### config.mk
export PLATFORM = sky130hd
export DESIGN_NAME = bus_cycle_stats
export DESIGN_NICKNAME = d
export VERILOG_FILES = /design/src/rtl/bcs_pkg.sv /design/src/rtl/bcs_classify.sv /design/src/rtl/bcs_sat_counter.sv /design/src/rtl/bcs_readback.sv /design/src/rtl/bus_cycle_stats.sv
export SDC_FILE = /design/constraint.sdc
export NUM_CORES = 1
export LEC_CHECK = 0
export BUFFER_PORTS_ARGS = -buffer_cell sky130_fd_sc_hd__buf_2
export CORE_ASPECT_RATIO = 1.5
export CORE_UTILIZATION = 55
export DETAILED_ROUTE_END_ITERATION = 10
export GPL_TIMING_DRIVEN = 0
export PLACE_DENSITY = 0.74
export SETUP_SLACK_MARGIN = 0.3
export SLEW_MARGIN = 20
export SYNTH_ARGS = -nofsm -noshare
export SYNTH_HDL_FRONTEND = slang
export SYNTH_SLANG_ARGS = --single-unit
### constraint.sdc
create_clock -name clk -period 2.1 [get_ports clk]
set_clock_uncertainty 0.05 [all_clocks]
set_input_delay 0.21 -clock clk [delete_from_list [all_inputs] [get_ports clk]]
set_output_delay 0.21 -clock clk [all_outputs]
set_load 0.01 [all_outputs]
### src/rtl/bcs_pkg.sv
package bcs_pkg;
  // event slots shared by both counter sets; readback index bits 2:0
  localparam int EV_S   = 0;
  localparam int EV_N   = 1;
  localparam int EV_I   = 2;
  localparam int EV_C   = 3;
  localparam int EV_IS  = 4;
  localparam int EV_TOT = 5;
  localparam int NUM_EV = 6;

  // encoding is {seq, mreq_n}
  typedef enum logic [1:0] {
    CYC_N = 2'b00,
    CYC_C = 2'b01,
    CYC_S = 2'b10,
    CYC_I = 2'b11
  } cyc_kind_t;
endpackage

### src/rtl/bcs_classify.sv
module bcs_classify
  import bcs_pkg::*;
(
  input  logic              clk,
  input  logic              rst,
  input  logic              seq_i,
  input  logic              mreq_n_i,
  output logic [NUM_EV-1:0] hit_o
);
  cyc_kind_t kind;
  logic      prev_int_q;

  assign kind = cyc_kind_t'({seq_i, mreq_n_i});

  always_ff @(posedge clk) begin
    if (rst) prev_int_q <= 1'b0;
    else     prev_int_q <= (kind == CYC_I);
  end

  always_comb begin
    hit_o         = '0;
    hit_o[EV_S]   = (kind == CYC_S);
    hit_o[EV_N]   = (kind == CYC_N);
    hit_o[EV_I]   = (kind == CYC_I);
    hit_o[EV_C]   = (kind == CYC_C);
    hit_o[EV_IS]  = (kind == CYC_S) && prev_int_q;
    hit_o[EV_TOT] = 1'b1;
  end
endmodule

### src/rtl/bcs_sat_counter.sv
module bcs_sat_counter #(
  parameter int CNT_W = 32
) (
  input  logic             clk,
  input  logic             rst,
  input  logic             clr_i,
  input  logic             inc_i,
  output logic [CNT_W-1:0] cnt_o
);
  localparam logic [CNT_W-1:0] TOP = '1;

  always_ff @(posedge clk) begin
    if (rst || clr_i)              cnt_o <= '0;
    else if (inc_i && cnt_o != TOP) cnt_o <= cnt_o + 1'b1;
  end
endmodule

### src/rtl/bcs_readback.sv
module bcs_readback
  import bcs_pkg::*;
#(
  parameter int CNT_W = 32
) (
  input  logic                         clk,
  input  logic                         rst,
  input  logic [3:0]                   idx_i,
  input  logic [NUM_EV-1:0][CNT_W-1:0] cum_i,
  input  logic [NUM_EV-1:0][CNT_W-1:0] ref_i,
  output logic [CNT_W-1:0]             data_o
);
  logic [CNT_W-1:0] sel;

  always_comb begin
    sel = '0;
    for (int k = 0; k < NUM_EV; k++) begin
      if (idx_i[2:0] == 3'(k)) sel = idx_i[3] ? ref_i[k] : cum_i[k];
    end
  end

  always_ff @(posedge clk) begin
    if (rst) data_o <= '0;
    else     data_o <= sel;
  end
endmodule

### src/rtl/bus_cycle_stats.sv
module bus_cycle_stats
  import bcs_pkg::*;
#(
  parameter int CNT_W = 32
) (
  input  logic             clk,
  input  logic             rst,
  input  logic             seq_i,
  input  logic             mreq_n_i,
  input  logic             ref_take_i,
  input  logic [3:0]       rd_idx_i,
  output logic [CNT_W-1:0] rd_data_o
);
  logic [NUM_EV-1:0]            hit;
  logic [NUM_EV-1:0][CNT_W-1:0] cum_q;
  logic [NUM_EV-1:0][CNT_W-1:0] ref_q;

  bcs_classify u_cls (
    .clk(clk), .rst(rst), .seq_i(seq_i), .mreq_n_i(mreq_n_i), .hit_o(hit)
  );

  for (genvar g = 0; g < NUM_EV; g++) begin : g_ev
    bcs_sat_counter #(.CNT_W(CNT_W)) u_cum (
      .clk(clk), .rst(rst), .clr_i(1'b0), .inc_i(hit[g]), .cnt_o(cum_q[g])
    );
    bcs_sat_counter #(.CNT_W(CNT_W)) u_ref (
      .clk(clk), .rst(rst), .clr_i(ref_take_i), .inc_i(hit[g]), .cnt_o(ref_q[g])
    );
  end

  bcs_readback #(.CNT_W(CNT_W)) u_rd (
    .clk(clk), .rst(rst), .idx_i(rd_idx_i), .cum_i(cum_q), .ref_i(ref_q),
    .data_o(rd_data_o)
  );
endmodule

-- Word-level counts from Yosys, hierarchy flattened
Index checks and enable logic that the tools add are counted.
- output and inout port bits: 32
- memory bits (read-only): 0
- flip-flop bits (word level): 417
- memories: 0
- logic and storage cells: 72
- bits of input ports: 9
- bits in writable memories: 0
- bits in latches: 0
- bitwise gates (word level): 0
- equality and inequality tests: 20
- multipliers: 0
- magnitude comparators: 0
- multiplexer cells: 12
- divide/modulo/power cells: 0
- add/subtract/negate cells: 12
- reductions and logical operators: 14
- shifts and indexed selects: 0
- operator list (operator ; number):
    32-bit by 1-bit adder with 32-bit output, second input constant ; 12
    32-bit two-way mux ; 12
    32-bit != test, second input constant ; 12
    1-bit logical AND ; 11
    3-bit by 2-bit == test with 1-bit output, second input constant ; 2
    3-bit == test, second input constant ; 2
    2-bit == test, second input constant ; 2
    3-bit by 1-bit == test with 1-bit output, second input constant ; 1
    3-bit zero test ; 1
    2-bit by 1-bit == test with 1-bit output, second input constant ; 1
    2-bit zero test ; 1
    1-bit logical OR ; 1

-- Logic depth before layout (Yosys ltp)
- word-level depth: 7
- gate-level depth with buffers: 9

-- By module
From an unflattened synthesis, not the netlist that was laid out.
- cells, all modules: 2791
- area total of the unflattened synthesis: 25258.0 um^2
- modules (own cells, without submodules) (module ; cells an instance ; area an instance (um^2) ; instances ; sequential area each (um^2)):
    bcs_sat_counter ; 189 ; 1681.6 ; 12 ; 640.6
    bcs_readback ; 513 ; 5002.3 ; 1 ; 640.6
    bcs_classify ; 9 ; 72.6 ; 1 ; 20.0
    bus_cycle_stats ; 1 ; 3.8 ; 1 ; 0.0

-- Least setup slack after synthesis
Ideal clock, no wire load.
- path kind: register -> register
- start point: reg g_ev[2].u_ref.cnt_o[0]
- end point: reg g_ev[2].u_ref.cnt_o[0]
- stages on the path, launching flop included: 9
- data required time: 1.922 ns
- arrival: 2.053 ns
- setup time: 0.128 ns
- path slack: -0.131 ns
- period minus slack after synthesis: 2.231 ns
- cells stage by stage: dfxtp_1 > ha_1 > nand4_1 > or3_1 > o31ai_1 > buf_2 > buf_2 > xor2_1 > nor2_1
- word-level cells in the longest chain between the ends: 2
- RTL lines (what ; line ; source):
    start: declaration ; bcs_sat_counter.sv:8 ; output logic [CNT_W-1:0] cnt_o
    start signal: assignment ; bcs_sat_counter.sv:14 ; else if (inc_i && cnt_o != TOP) cnt_o <= cnt_o + 1'b1;
    branches (longest 2 deep; another with 32-bit by 1-bit adder with 32-bit output) ; - ;
Parallel ways; which one is timed is not known.
A chain may end at the register's enable or synchronous reset.

-- Worst setup path in the final report
- start point: reg g_ev[1].u_ref.cnt_o[4]
- end point: reg g_ev[1].u_ref.cnt_o[25]
- word-level cells in the longest chain between the ends: 2
- RTL lines (what ; line):
    start: declaration ; bcs_sat_counter.sv:8
    start signal: assignment ; bcs_sat_counter.sv:14
    branches (longest 2 deep; another with 32-bit by 1-bit adder with 32-bit output) ; -
Parallel ways; which one is timed is not known.

==> metrics.csv <==
metric,value,unit
run status,"complete, but fails checks",
violated checks,negative setup slack,
starting density of the core,55.96,%
die outline area,42900,sq um
Synth async-reset ratio,0,%
"most common cell after layout, fill and taps aside",sky130_fd_sc_hd__buf_4,
"commonest cells after routing, fill and taps aside","sky130_fd_sc_hd__buf_4, sky130_fd_sc_hd__a21oi_1, sky130_fd_sc_hd__nor2_1",
Port Buffers,38,
cell chosen for the clock root,sky130_fd_sc_hd__clkbuf_16,
capturing element type of the critical path,flop,
Die X-Extent,169.4,um
Total Nets Final,3240,
HPWL after detailed placement,66760,um
number of cells traversed by the worst register-to-register path,6,
Yosys top cell by area,sky130_fd_sc_hd__dfxtp_1,
count of yosys warnings during synthesis,0,
total clock buffers created by CTS,43,
Cells after Synth,2804,
RSZ-0062 raised after global routing,true,
post-synth cell types,69,
classification of the worst-slack hold path,in2reg,
total power after layout,0.01678,W
number of endpoints failing setup at the final stage,62,
Worst Max-Slew Pin Slew,1376,ps
largest net degree at the start of global routing,15,
number of antenna violations at the first check in global routing,9,
Setup crit start kind,flop,
global-route wire length before repair,144500,um
number of H-tree levels,2,
worst r2r src,g_ev[1].u_ref.cnt_o[4],
leading cell types by total area after synthesis,"sky130_fd_sc_hd__dfxtp_1, sky130_fd_sc_hd__mux2i_1, sky130_fd_sc_hd__a21oi_1, sky130_fd_sc_hd__o21ai_0, sky130_fd_sc_hd__or3_1",
startpoint of the worst hold path,ref_take_i,
clock-pin slew on the worst setup and hold paths,60,ps
Max rail drop VDD,0.0006447,V
delay of the slowest critical-path stage,510,ps
CP Depth,6,
final routed DRC violation total,0,
Std-Cell Rows,91,
normalized max-slew margin,8.296,%
GRT Residual Overflow,0,
dpl ws,-1526,ps
vias in the first global route,24340,
maximum fanout count along the critical path,10,
overall die height,253.2,um
top-area cell type share of the netlist area,36.09,%
Peak Freq,443.0,MHz
critical path class,reg2reg,
share of cells above drive strength 1,39.93,%
Leak Pwr,11.27,nW
clock sink count,417,
portion of the clock cycle consumed by the worst path in the final layout,107.5,%
Final Max Slew Viols,0,
critical-path cell list,and3_4 > and3_2 > o21ai_2 > buf_4 > nor4_1 > mux2i_1,
vias per std cell,7.109,
average cell area after synthesis,8.249,sq um
synthesized area,23130,sq um
critical path data arrival time,2680,ps
number of failing hold endpoints at the final stage,0,
global placer's final weighted congestion,1.029,
setup slack of the worst register-to-register path,-160,ps
time the worst path needs with I/O delays and setup,2257,ps
"FF+latch count, synth",417,
routed via count,27110,
Mapped Nets,2825,
number of placed I/O pins,41,
Most used DFF post-synth,sky130_fd_sc_hd__dfxtp_1,
sum of buffers and inverters on the critical path,1,
ratio of total power to cell area,517.2,nW/um^2
FF-to-FF End,g_ev[1].u_ref.cnt_o[25],
DRC violation total after the first TritonRoute iteration,3232,
router iterations before antenna repair,7,
number of antenna-violating nets in the routed design,0,
average wire length per cell after detail routing,28.02,um
insertion delay to the later sink of the worst-skew pair,570,ps
total core area,41330,sq um
start point of the critical path,g_ev[1].u_ref.cnt_o[4],
total routed wirelength,106800,um
kind of cell adding the most delay to the critical path,simple AND/OR/NAND/NOR gates,
max_cap viols,0,
Post-synth EDFFs,0,
"Max stage delay cell, worst path",sky130_fd_sc_hd__nor4_1,
sequential cell area fraction in the yosys report,36.09,%
clock tree from TritonCTS,built,
worst-case clock buffer depth,3,
signed area change from the synthesized netlist to the final layout,40.26,%
Worst Slack Setup Final,-157.3,ps
timing endpoint of the critical path,g_ev[1].u_ref.cnt_o[25],
global-route usage over all layers,44.86,%
data required time of the critical path,2520,ps
## cell families (layout without fill, tap and decap cells)
logic type      Yosys count  in the layout  share of synthesized area [%]
compound gates          730            731                          19.24
flops                   417            417                          36.09
other cells               0              7                              0
fa+ha+maj                12             12                         0.6491
xor+xnor                103            103                          3.900
buf+inv                 231            673                          3.998
simple gates           1104           1105                          26.54
mux                     207            207                          9.580
## Yosys cell counts (19+ instances only)
cell / number
sky130_fd_sc_hd__nand4_1: 107
sky130_fd_sc_hd__nand2_1: 164
sky130_fd_sc_hd__or4_1: 93
sky130_fd_sc_hd__o211ai_1: 19
sky130_fd_sc_hd__dfxtp_1: 417
sky130_fd_sc_hd__nor3_1: 58
sky130_fd_sc_hd__buf_2: 31
sky130_fd_sc_hd__a211oi_1: 24
sky130_fd_sc_hd__o22ai_1: 27
sky130_fd_sc_hd__a21oi_1: 252
sky130_fd_sc_hd__nor2b_1: 31
sky130_fd_sc_hd__a221oi_1: 29
sky130_fd_sc_hd__o21ai_0: 194
sky130_fd_sc_hd__mux2i_1: 137
sky130_fd_sc_hd__a31oi_1: 24
sky130_fd_sc_hd__xnor2_1: 68
sky130_fd_sc_hd__xor2_1: 35
sky130_fd_sc_hd__and4_1: 35
sky130_fd_sc_hd__nand3_1: 128
sky130_fd_sc_hd__nor4_1: 41
sky130_fd_sc_hd__inv_1: 57
sky130_fd_sc_hd__and3_1: 26
sky130_fd_sc_hd__mux2_2: 65
sky130_fd_sc_hd__nor2_1: 201
sky130_fd_sc_hd__o31ai_1: 86
sky130_fd_sc_hd__clkbuf_1: 130
sky130_fd_sc_hd__or3_1: 151
## area by class of cell
class | count | area, sq um
sequential | 417 | 9039
tap | 558 | 698.2
multi-input combinational | 2158 | 16650
antenna | 7 | 17.52
buffer | 173 | 1355
timing repair buffer | 368 | 3143
clock inverter | 13 | 75.07
inverter | 58 | 222.7
fill | 2628 | 8890
clock buffer | 61 | 1244
## per-layer routing
metal  global-route usage [%]  vias up  routed length, um
met3                    9.018      727               9901
met5                        0        -                 17
met2                    73.43     1946              48640
met4                    41.42        2              12300
li1                         -    11530                  -
met1                    48.59    12900              35980
## registers in the layout, indices dropped and copies added (netlist names)
name              count
u_rd.data_o          32
u_cls.prev_int_q      1
g_ev.u_cum.cnt_o    192
g_ev.u_ref.cnt_o    192
## power by group
group / internal, W / total [W] / switching, W
Clock: 0.00411 / 0.00756 / 0.00345
Sequential: 0.00780 / 0.00784 / 0.0000403
Combinational: 0.000411 / 0.00138 / 0.000967
## tightest hold or removal path, cell delays in order
cell	delay, ps
sky130_fd_sc_hd__buf_2	280
sky130_fd_sc_hd__or3_1	190
sky130_fd_sc_hd__o41ai_2	60
## what timing repair did
item / CTS / global route
setup buffers: 188 / 121
hold endpoints to repair: 0 / 0
gates cloned: 14 / 9
resized for setup: 508 / 478
pin swaps: 174 / 236
hold buffers: 0 / 0
endpoints found under the setup margin: 417 / 413
## stage by stage
stage	utilization, %	cells	hold slack (ps)	area, sq um	TNS, ps
after CTS	71.80	3676	67.79	29670	-21.05
after global routing	78.46	3808	136.7	32430	-3919
after detailed placement	60.65	3400	406.8	25070	-396700
after floorplan	-	2804	329.6	24170	0
after global placement	60.64	3400	393.1	25060	-396880
final	78.49	3813	150.4	32440	-1586
## how the worst min path moves through the flow
stage | endpoint | slack, ps | cells after the start
finish | g_ev[3].u_ref.cnt_o[11] | 150 | 3
global route | g_ev[5].u_ref.cnt_o[6] | 140 | 3
CTS | g_ev[3].u_ref.cnt_o[11] | 70 | 3
detailed placement | g_ev[5].u_ref.cnt_o[23] | 410 | 2
global placement | g_ev[5].u_ref.cnt_o[23] | 390 | 2
floorplan | g_ev[3].u_ref.cnt_o[11] | 330 | 2
No activity file was read; power rests on OpenSTA's default activity.
